===== src/rtl/ppe_pkg.sv =====
package ppe_pkg;
  typedef enum logic { PORT_A = 1'b0, PORT_B = 1'b1 } port_sel_e;
  typedef enum logic { TEST_NE = 1'b0, TEST_EQ = 1'b1 } test_sense_e;
endpackage


===== src/rtl/ppe_cfg_reg.sv =====
module ppe_cfg_reg
  import ppe_pkg::*;
#(
  parameter int W = 32
) (
  input  logic        clk,
  input  logic        rst_n,
  input  logic        cfg_valid,
  input  logic        cfg_port_b,
  input  logic        cfg_eq,
  input  logic [W-1:0] cfg_mask,
  input  logic [W-1:0] cfg_match,
  output port_sel_e   sel_q,
  output test_sense_e sense_q,
  output logic [W-1:0] mask_q,
  output logic [W-1:0] match_q
);
  port_sel_e   sel_d;
  test_sense_e sense_d;
  logic [W-1:0] mask_d;
  logic [W-1:0] match_d;

  always_comb begin
    sel_d   = sel_q;
    sense_d = sense_q;
    mask_d  = mask_q;
    match_d = match_q;
    if (cfg_valid) begin
      sel_d   = port_sel_e'(cfg_port_b);
      sense_d = test_sense_e'(cfg_eq);
      mask_d  = cfg_mask;
      match_d = cfg_match;
    end
  end

  always_ff @(posedge clk or negedge rst_n) begin
    if (!rst_n) begin
      sel_q   <= PORT_A;
      sense_q <= TEST_NE;
      mask_q  <= '0;
      match_q <= '0;
    end else begin
      sel_q   <= sel_d;
      sense_q <= sense_d;
      mask_q  <= mask_d;
      match_q <= match_d;
    end
  end
endmodule


===== src/rtl/ppe_compare.sv =====
module ppe_compare
  import ppe_pkg::*;
#(
  parameter int W = 32
) (
  input  logic [W-1:0] port_a,
  input  logic [W-1:0] port_b,
  input  port_sel_e    sel,
  input  test_sense_e  sense,
  input  logic [W-1:0] mask,
  input  logic [W-1:0] match,
  output logic         cond
);
  logic [W-1:0] picked;
  logic         same;

  always_comb begin
    picked = (sel == PORT_B) ? port_b : port_a;
    same   = ((picked & mask) == match);
    cond   = (sense == TEST_EQ) ? same : !same;
  end
endmodule


===== src/rtl/ppe_event.sv =====
module ppe_event (
  input  logic clk,
  input  logic rst_n,
  input  logic cfg_valid,
  input  logic cond_live,
  input  logic cond_load,
  input  logic poll_req,
  input  logic wait_start,
  output logic flag_q,
  output logic busy_q,
  output logic done_q
);
  logic prev_q, prev_d;
  logic flag_d, busy_d, done_d;
  logic rise, waiting, hit, consume;

  always_comb begin
    rise    = cond_live && !prev_q && !cfg_valid;
    waiting = wait_start || busy_q;
    hit     = waiting && flag_q;
    consume = poll_req || hit;
    prev_d  = cfg_valid ? cond_load : cond_live;
    flag_d  = cfg_valid ? 1'b0 : (rise || (flag_q && !consume));
    busy_d  = waiting && !flag_q;
    done_d  = hit;
  end

  always_ff @(posedge clk or negedge rst_n) begin
    if (!rst_n) begin
      prev_q <= 1'b0;
      flag_q <= 1'b0;
      busy_q <= 1'b0;
      done_q <= 1'b0;
    end else begin
      prev_q <= prev_d;
      flag_q <= flag_d;
      busy_q <= busy_d;
      done_q <= done_d;
    end
  end

  assert_cfg_clears_R6: assert property (@(posedge clk) disable iff (!rst_n)
    cfg_valid |=> !flag_q);
  assert_rise_sets_R4: assert property (@(posedge clk) disable iff (!rst_n)
    (cond_live && !prev_q && !cfg_valid) |=> flag_q);
  assert_no_spurious_R4: assert property (@(posedge clk) disable iff (!rst_n)
    (!flag_q && !(cond_live && !prev_q)) |=> !flag_q);
  assert_poll_clears_R7: assert property (@(posedge clk) disable iff (!rst_n)
    (poll_req && !(cond_live && !prev_q)) |=> !flag_q);
  assert_rise_beats_poll_R8: assert property (@(posedge clk) disable iff (!rst_n)
    (poll_req && cond_live && !prev_q && !cfg_valid) |=> flag_q);
  assert_wait_done_R9: assert property (@(posedge clk) disable iff (!rst_n)
    (busy_q && flag_q) |=> (done_q && !busy_q));
  assert_done_src_R10: assert property (@(posedge clk) disable iff (!rst_n)
    done_q |-> $past(flag_q));
endmodule


===== src/rtl/pin_pattern_event.sv =====
module pin_pattern_event
  import ppe_pkg::*;
#(
  parameter int W = 32
) (
  input  logic         clk,
  input  logic         rst_n,
  input  logic [W-1:0] port_a,
  input  logic [W-1:0] port_b,
  input  logic         cfg_valid,
  input  logic         cfg_port_b,
  input  logic         cfg_eq,
  input  logic [W-1:0] cfg_mask,
  input  logic [W-1:0] cfg_match,
  input  logic         poll_req,
  output logic         poll_flag,
  input  logic         wait_start,
  output logic         wait_busy,
  output logic         wait_done
);
  port_sel_e    sel_q;
  test_sense_e  sense_q;
  logic [W-1:0] mask_q, match_q;
  logic         cond_live, cond_load;

  ppe_cfg_reg #(.W(W)) u_cfg (
    .clk(clk), .rst_n(rst_n), .cfg_valid(cfg_valid),
    .cfg_port_b(cfg_port_b), .cfg_eq(cfg_eq),
    .cfg_mask(cfg_mask), .cfg_match(cfg_match),
    .sel_q(sel_q), .sense_q(sense_q), .mask_q(mask_q), .match_q(match_q)
  );

  // live test with the stored settings
  ppe_compare #(.W(W)) u_cmp_live (
    .port_a(port_a), .port_b(port_b), .sel(sel_q), .sense(sense_q),
    .mask(mask_q), .match(match_q), .cond(cond_live)
  );

  // test with the incoming settings, seeds the previous-condition state
  ppe_compare #(.W(W)) u_cmp_load (
    .port_a(port_a), .port_b(port_b),
    .sel(port_sel_e'(cfg_port_b)), .sense(test_sense_e'(cfg_eq)),
    .mask(cfg_mask), .match(cfg_match), .cond(cond_load)
  );

  ppe_event u_evt (
    .clk(clk), .rst_n(rst_n), .cfg_valid(cfg_valid),
    .cond_live(cond_live), .cond_load(cond_load),
    .poll_req(poll_req), .wait_start(wait_start),
    .flag_q(poll_flag), .busy_q(wait_busy), .done_q(wait_done)
  );
endmodule


===== config.mk =====
export PLATFORM = sky130hd
export DESIGN_NAME = pin_pattern_event
export DESIGN_NICKNAME = d
export VERILOG_FILES = /design/src/rtl/ppe_pkg.sv /design/src/rtl/ppe_cfg_reg.sv /design/src/rtl/ppe_compare.sv /design/src/rtl/ppe_event.sv /design/src/rtl/pin_pattern_event.sv
export SDC_FILE = /design/constraint.sdc
export NUM_CORES = 1
export LEC_CHECK = 0
export BUFFER_PORTS_ARGS = -buffer_cell sky130_fd_sc_hd__buf_2
export CAP_MARGIN = 15
export CORE_MARGIN = 1
export CORE_UTILIZATION = 52
export DETAILED_ROUTE_END_ITERATION = 8
export HOLD_SLACK_MARGIN = 0.05
export PLACE_DENSITY = 0.81
export SLEW_MARGIN = 25
export SYNTH_ARGS = -nofsm -noshare
export SYNTH_HDL_FRONTEND = slang
export SYNTH_SLANG_ARGS = --single-unit

===== constraint.sdc =====
create_clock -name clk -period 3.3 [get_ports clk]
set_input_delay 0 -clock clk [delete_from_list [all_inputs] [get_ports clk]]
set_output_delay 0 -clock clk [all_outputs]
set_load 0.01 [all_outputs]

======== Word-level counts from Yosys, hierarchy flattened ========
Cells that the tools add are included.
storage, ports and cells
  bits in registers ....................... 70
  input port bits ......................... 135
  output and inout bits ................... 3
  word-level logic and storage cells ...... 32
operators by class
  equality and inequality tests ........... 2
  mux-type cells .......................... 6
  bitwise logic cells ..................... 2
  reductions and logical operators ........ 14
operator list
  operator              count
  bitwise AND 32 bit    2
  equality test 32 bit  2
  two-way mux 32 bit    2
  zero test 1 bit       6
  logical AND 1 bit     5
  two-way mux 1 bit     4
  logical OR 1 bit      3

======== Logic depth before layout (Yosys ltp) ========
  depth in word-level cells ............... 9
  gate-level depth with buffers ........... 10
  mapped depth without buffers ............ 7

======== By module ========
From an unflattened synthesis, not the netlist that was laid out.
second synthesis, totals
  cell total of the unflattened synthesis .. 398
  area total of the unflattened synthesis .. 4823.4 µm²
modules (own cells, without submodules)
  module       instances  cells each  area an instance (µm²)  sequential area each (µm²)
  ppe_cfg_reg  1          139         2611.3                  1651.6
  ppe_compare  2          124         1032.2                  0.0
  ppe_event    1          11          147.6                   100.1

======== Worst setup path before layout ========
OpenSTA, ideal clock, no wires.
  path type ............................... reg-to-reg
  from .................................... register u_cfg.sel_q
  to ...................................... register u_evt.prev_q
  setup time .............................. 88 ps
  arrival ................................. 2198 ps
  data required time ...................... 3212 ps
  slack ................................... 1014 ps
  stages on the path, launching flop included .. 10
  path buffers ............................ 2
  period minus slack after synthesis ...... 2286 ps
  path through ............................ dfrtp_1 -> buf_6 -> buf_12 -> mux2_4 -> and3b_1 -> nor4b_1 -> nand4_1 -> nor4_4 -> mux2_1 -> nor3b_1
between the ends
  word-level cells in the longest chain between the ends .. 6
ends and longest elaborated chain
  element                   RTL line           text
  start, declared           ppe_cfg_reg.sv:13  output port_sel_e sel_q,
  start signal, assigned    ppe_cfg_reg.sv:43  sel_q <= sel_d;
  two-way mux 32 bit (*)    ppe_compare.sv:18  picked = (sel == PORT_B) ? port_b : port_a;
  bitwise AND 32 bit (*)    ppe_compare.sv:19  same = ((picked & mask) == match);
  equality test 32 bit (*)  ppe_compare.sv:19
  zero test 1 bit           ppe_compare.sv:20  cond = (sense == TEST_EQ) ? same : !same;
  two-way mux 1 bit (*)     ppe_compare.sv:20
  two-way mux 1 bit (*)     ppe_event.sv:22    prev_d = cfg_valid ? cond_load : cond_live;
  via u_evt.prev_d          ppe_event.sv:13    logic prev_q, prev_d;
  end signal, assigned      ppe_event.sv:35    prev_q <= prev_d;
  end, declared             ppe_event.sv:13
Mark *: on every way through the listed nets, which the timed path passes. The rest lies on a longest branch.
A chain may end at the register's enable or synchronous reset.

======== Worst setup path after layout ========
Same ends and word-level chain as after synthesis.

==> summary.txt <==
Status
  – Outcome: finished clean

STA
  – Tcrit/Tclk final: 0.907
  – Setup tns final: 0 ns
  – Hold Vio Cnt, Final: 0
  – Worst slew margin: 0.494
  – RSZ-0062 raised after global routing: no
  – Slew @ Worst Pin: approximately 0.76 ns
  – Period minus WS final: roughly 3 ns
  – Max-slew violation count: 0
  – Final Setup Violations: 0
  – Clock skew: between 0.005 and 0.006 ns
  – F_max: 334 MHz
  – Worst Setup Slack, final: approximately 0.31 ns

Logic synthesis
  – Synth top area cells: dfrtp_1 (38%), mux2_2 (16%), xnor2_1 (6.1%)
  – Synth Net Count: ~570
  – Area leader, netlist: dfrtp_1
  – Synth cell count leaders: dfrtp_1 (70), mux2_2 (65), nand2_1 (52)
  – Mapped Area: roughly 0.0046 mm²
  – Main synth FF type: dfrtp_1
  – Count leader, synth: dfrtp_1
  – Syn avg cell area: 10.6 µm²
  – Register area share after synthesis: 0.384
  – Yosys top cell area share: 0.384
  – Seq cells post-synth: 70
  – Yosys cell types: 32
  – Synthesized instance count: 430
  – Ys async rst share: 1.00
  – EDFF count, synth: 0
  – Synth warnings: 0

Worst hold path
  – Hold path endpoint: u_cfg.mask_q[20]$_DFFE_PN0P_
  – Hold Crit Start: cfg_valid
  – Hold Path Class: in -> reg
  – WHS Path Cells: 3

Route
  – Vias after detailed routing: 4121
  – Routed length per instance: around 17 µm
  – Post-Route WL: approximately 12000 µm
  – 1st-iter DRT viols: roughly 140
  – Pre-antenna DRT Iters: 4
  – Antenna Nets Post-Route: 0
  – # DRC: 0
  – DR vias/cell: about 5.5

Worst setup path
  – Worst reg2reg setup slack: ~0.3 ns
  – CP Launch Type: register
  – R2r startpoint: u_cfg.sel_q$_DFFE_PN0P_
  – Critical Path RT: roughly 3.6 ns
  – Worst setup path category: reg -> reg
  – R2r worst-path depth: 8
  – CP cell instances: buf_4 > mux2i_1 > nor3_1 > nor4b_1 > nand4_1 > nor4_4 > mux2_1 > nor3b_1
  – R2r endpoint: u_evt.prev_q$_DFF_PN0_
  – Crit path largest cell delay: between 0.6 and 0.7 ns
  – Slowest-stage cell, CP: dfrtp_2
  – Crit-path max FO: 16
  – CP arrival: 3.26 ns
  – Worst Setup End Kind: register

Global route
  – Antenna violations before repair: 0
  – GR Overflow Total: 0
  – GR Util All Layers: 0.285
  – First-pass GRT wire length: slightly below 20000 µm
  – Grt met1 use: 0.345
  – Gr busiest metal: met2
  – Met3 Use GR: 0.0534
  – Vias in the first global route: approximately 4.2k
  – Grt met2 use: 0.501
  – Largest net degree at the start of global routing: 42

Floorplanning
  – Die ar.: about 0.0092 mm²
  – FP Rows: 33
  – Die width: 95.7 µm
  – Initial Util: 0.547
  – Ports: between 100 and 150
  – Core ar.: 0.00834 mm²
  – Die Ht: roughly 96 µm

Power and ir drop
  – Peak VDD IR: about 0.23 mV
  – PD cells: approximately 370 mW/mm²
  – Pleak: 2.81 nW

Cells and area
  – Multi-input logic area: between 0.002 and 0.003 mm²
  – Post-route insts no fill: approximately 750
  – Filler cells: around 570
  – Layout cells sized above 1: 0.377
  – Seq. cell area: roughly 0.0018 mm²
  – Nets: 770
  – Ant diodes: 0
  – Area grow syn2layout: 35.6%

Placement
  – Setup WS pre-CTS: between 0.3 and 0.4 ns
  – Post-DP HPWL: 8770 µm
  – Placer Congestion: ~0.82
  – Cells after DPL: about 660
  – Port buffer count: around 140

Flow run
  – Maxcap violations: 0

CTS
  – Worst-path clk slew: 0.07 ns
  – H-Tree Level Count: 3
  – CTS Sinks: 70
  – Hold Buf Count CTS: between 60 and 70
  – CTS Buf Count: 9
  – Clock Path Buffers: 2
  – Post-CTS Setup Inserts: 0
  – Clk Latency, worst-skew pair: 0.36 ns
  – CTS resizes: 0
  – TritonCTS clock tree: done
  – Root Driver: clkbuf_8
-- worst max-delay path, delay by kind of cell (launching register included) --
family	cells	cell delay [ns]
mux	2	0.63
buf+inv	1	0.38
simple gates	5	1.27
flops	1	0.62
-- area by class of cell --
class / count / area share
inverter: 20 / 0.0121
multi-input combinational: 322 / 0.422
clock inverter: 6 / 0.00991
clock buffer: 10 / 0.0223
sequential: 70 / 0.283
timing repair buffer: 212 / 0.229
tap: 105 / 0.0212
-- how the worst max path moves through the flow --
stage / slack (ns) / start / end / cells past startpoint
floorplan: 1.01 / u_cfg.sel_q$_DFFE_PN0P_ / u_evt.prev_q$_DFF_PN0_ / 9
global placement: 0.41 / u_cfg.sel_q$_DFFE_PN0P_ / u_evt.prev_q$_DFF_PN0_ / 8
detailed placement: 0.32 / u_cfg.sel_q$_DFFE_PN0P_ / u_evt.prev_q$_DFF_PN0_ / 8
CTS: 0.32 / u_cfg.sel_q$_DFFE_PN0P_ / u_evt.prev_q$_DFF_PN0_ / 8
global route: 0.1 / u_cfg.sel_q$_DFFE_PN0P_ / u_evt.prev_q$_DFF_PN0_ / 8
finish: 0.31 / u_cfg.sel_q$_DFFE_PN0P_ / u_evt.prev_q$_DFF_PN0_ / 8
-- sequential cells by signal, summed over array words and instances, names as in the netlist --
name           count
u_cfg.mask_q      32
u_cfg.match_q     32
u_cfg.sel_q        1
u_cfg.sense_q      1
u_evt.busy_q       1
u_evt.done_q       1
u_evt.flag_q       1
u_evt.prev_q       1
-- routing by layer --
metal / share of wire / up-vias / wire (µm)
li1: - / 1948 / -
met1: 0.42 / 1986 / 5240
met2: 0.50 / 154 / 6230
met3: 0.056 / 33 / 704
met4: 0.026 / 0 / 326
met5: 0 / - / 0
-- through the flow --
stage	hold slack [ns]	utilization	total power, mW	area [µm²]
floorplan	-0.296	-	1.36	4560
global placement	0.0770	0.636	1.53	5310
detailed placement	0.0927	0.636	1.56	5310
CTS	0.216	0.742	2.32	6180
global route	0.250	0.742	2.42	6180
finish	0.226	0.742	2.31	6180
-- power by group --
part	internal [mW]	switching (mW)	leakage, nW	total [mW]
Clock	0.367	0.335	0.102	0.702
Combinational	0.337	0.275	1.88	0.612
Sequential	0.940	0.0582	0.828	0.998
Total	1.64	0.669	2.81	2.31
-- kinds of logic (layout without fill, tap and decap cells) --
kind of cell,count (synthesis),after routing,synth area share
compound gates,54,54,0.0724
xor+xnor,33,33,0.0634
buf+inv,38,248,0.0444
flops,70,70,0.384
mux,111,111,0.273
simple gates,124,124,0.162
-- placed cells by master (no fill, tap or decap) --
cell           netlist  routed
mux2_2              65      65
buf_4                0       7
mux2_4               6       6
nor2_1               4       4
clkinv_4             0       1
mux2_1              20      20
dlygate4sd3_1        0      68
dfrtp_1             70      69
nor4_4               1       1
buf_2                3     137
nor4_1               8       8
nor2b_1              2       2
clkinv_2             0       3
nor3b_1              1       1
clkbuf_8             0      10
nand3b_1             6       6
dfrtp_2              0       1
o21a_1              10      10
nor4b_1              9       9
and3b_1              6       6
nand3_1              1       1
bufinv_16            0       1
nand2_1             52      52
nor4b_2              8       8
a21boi_1             2       2
inv_1               20      20
xor2_1               1       1
nand4_1              6       6
a21boi_0            10      10
o31ai_1              1       1
o21ai_0             30      30
clkinvlp_4           0       1
mux2i_1             20      20
xnor2_1             32      32
nor3_1              20      20
o211ai_1             1       1
Power figures use the tool's default switching activity.
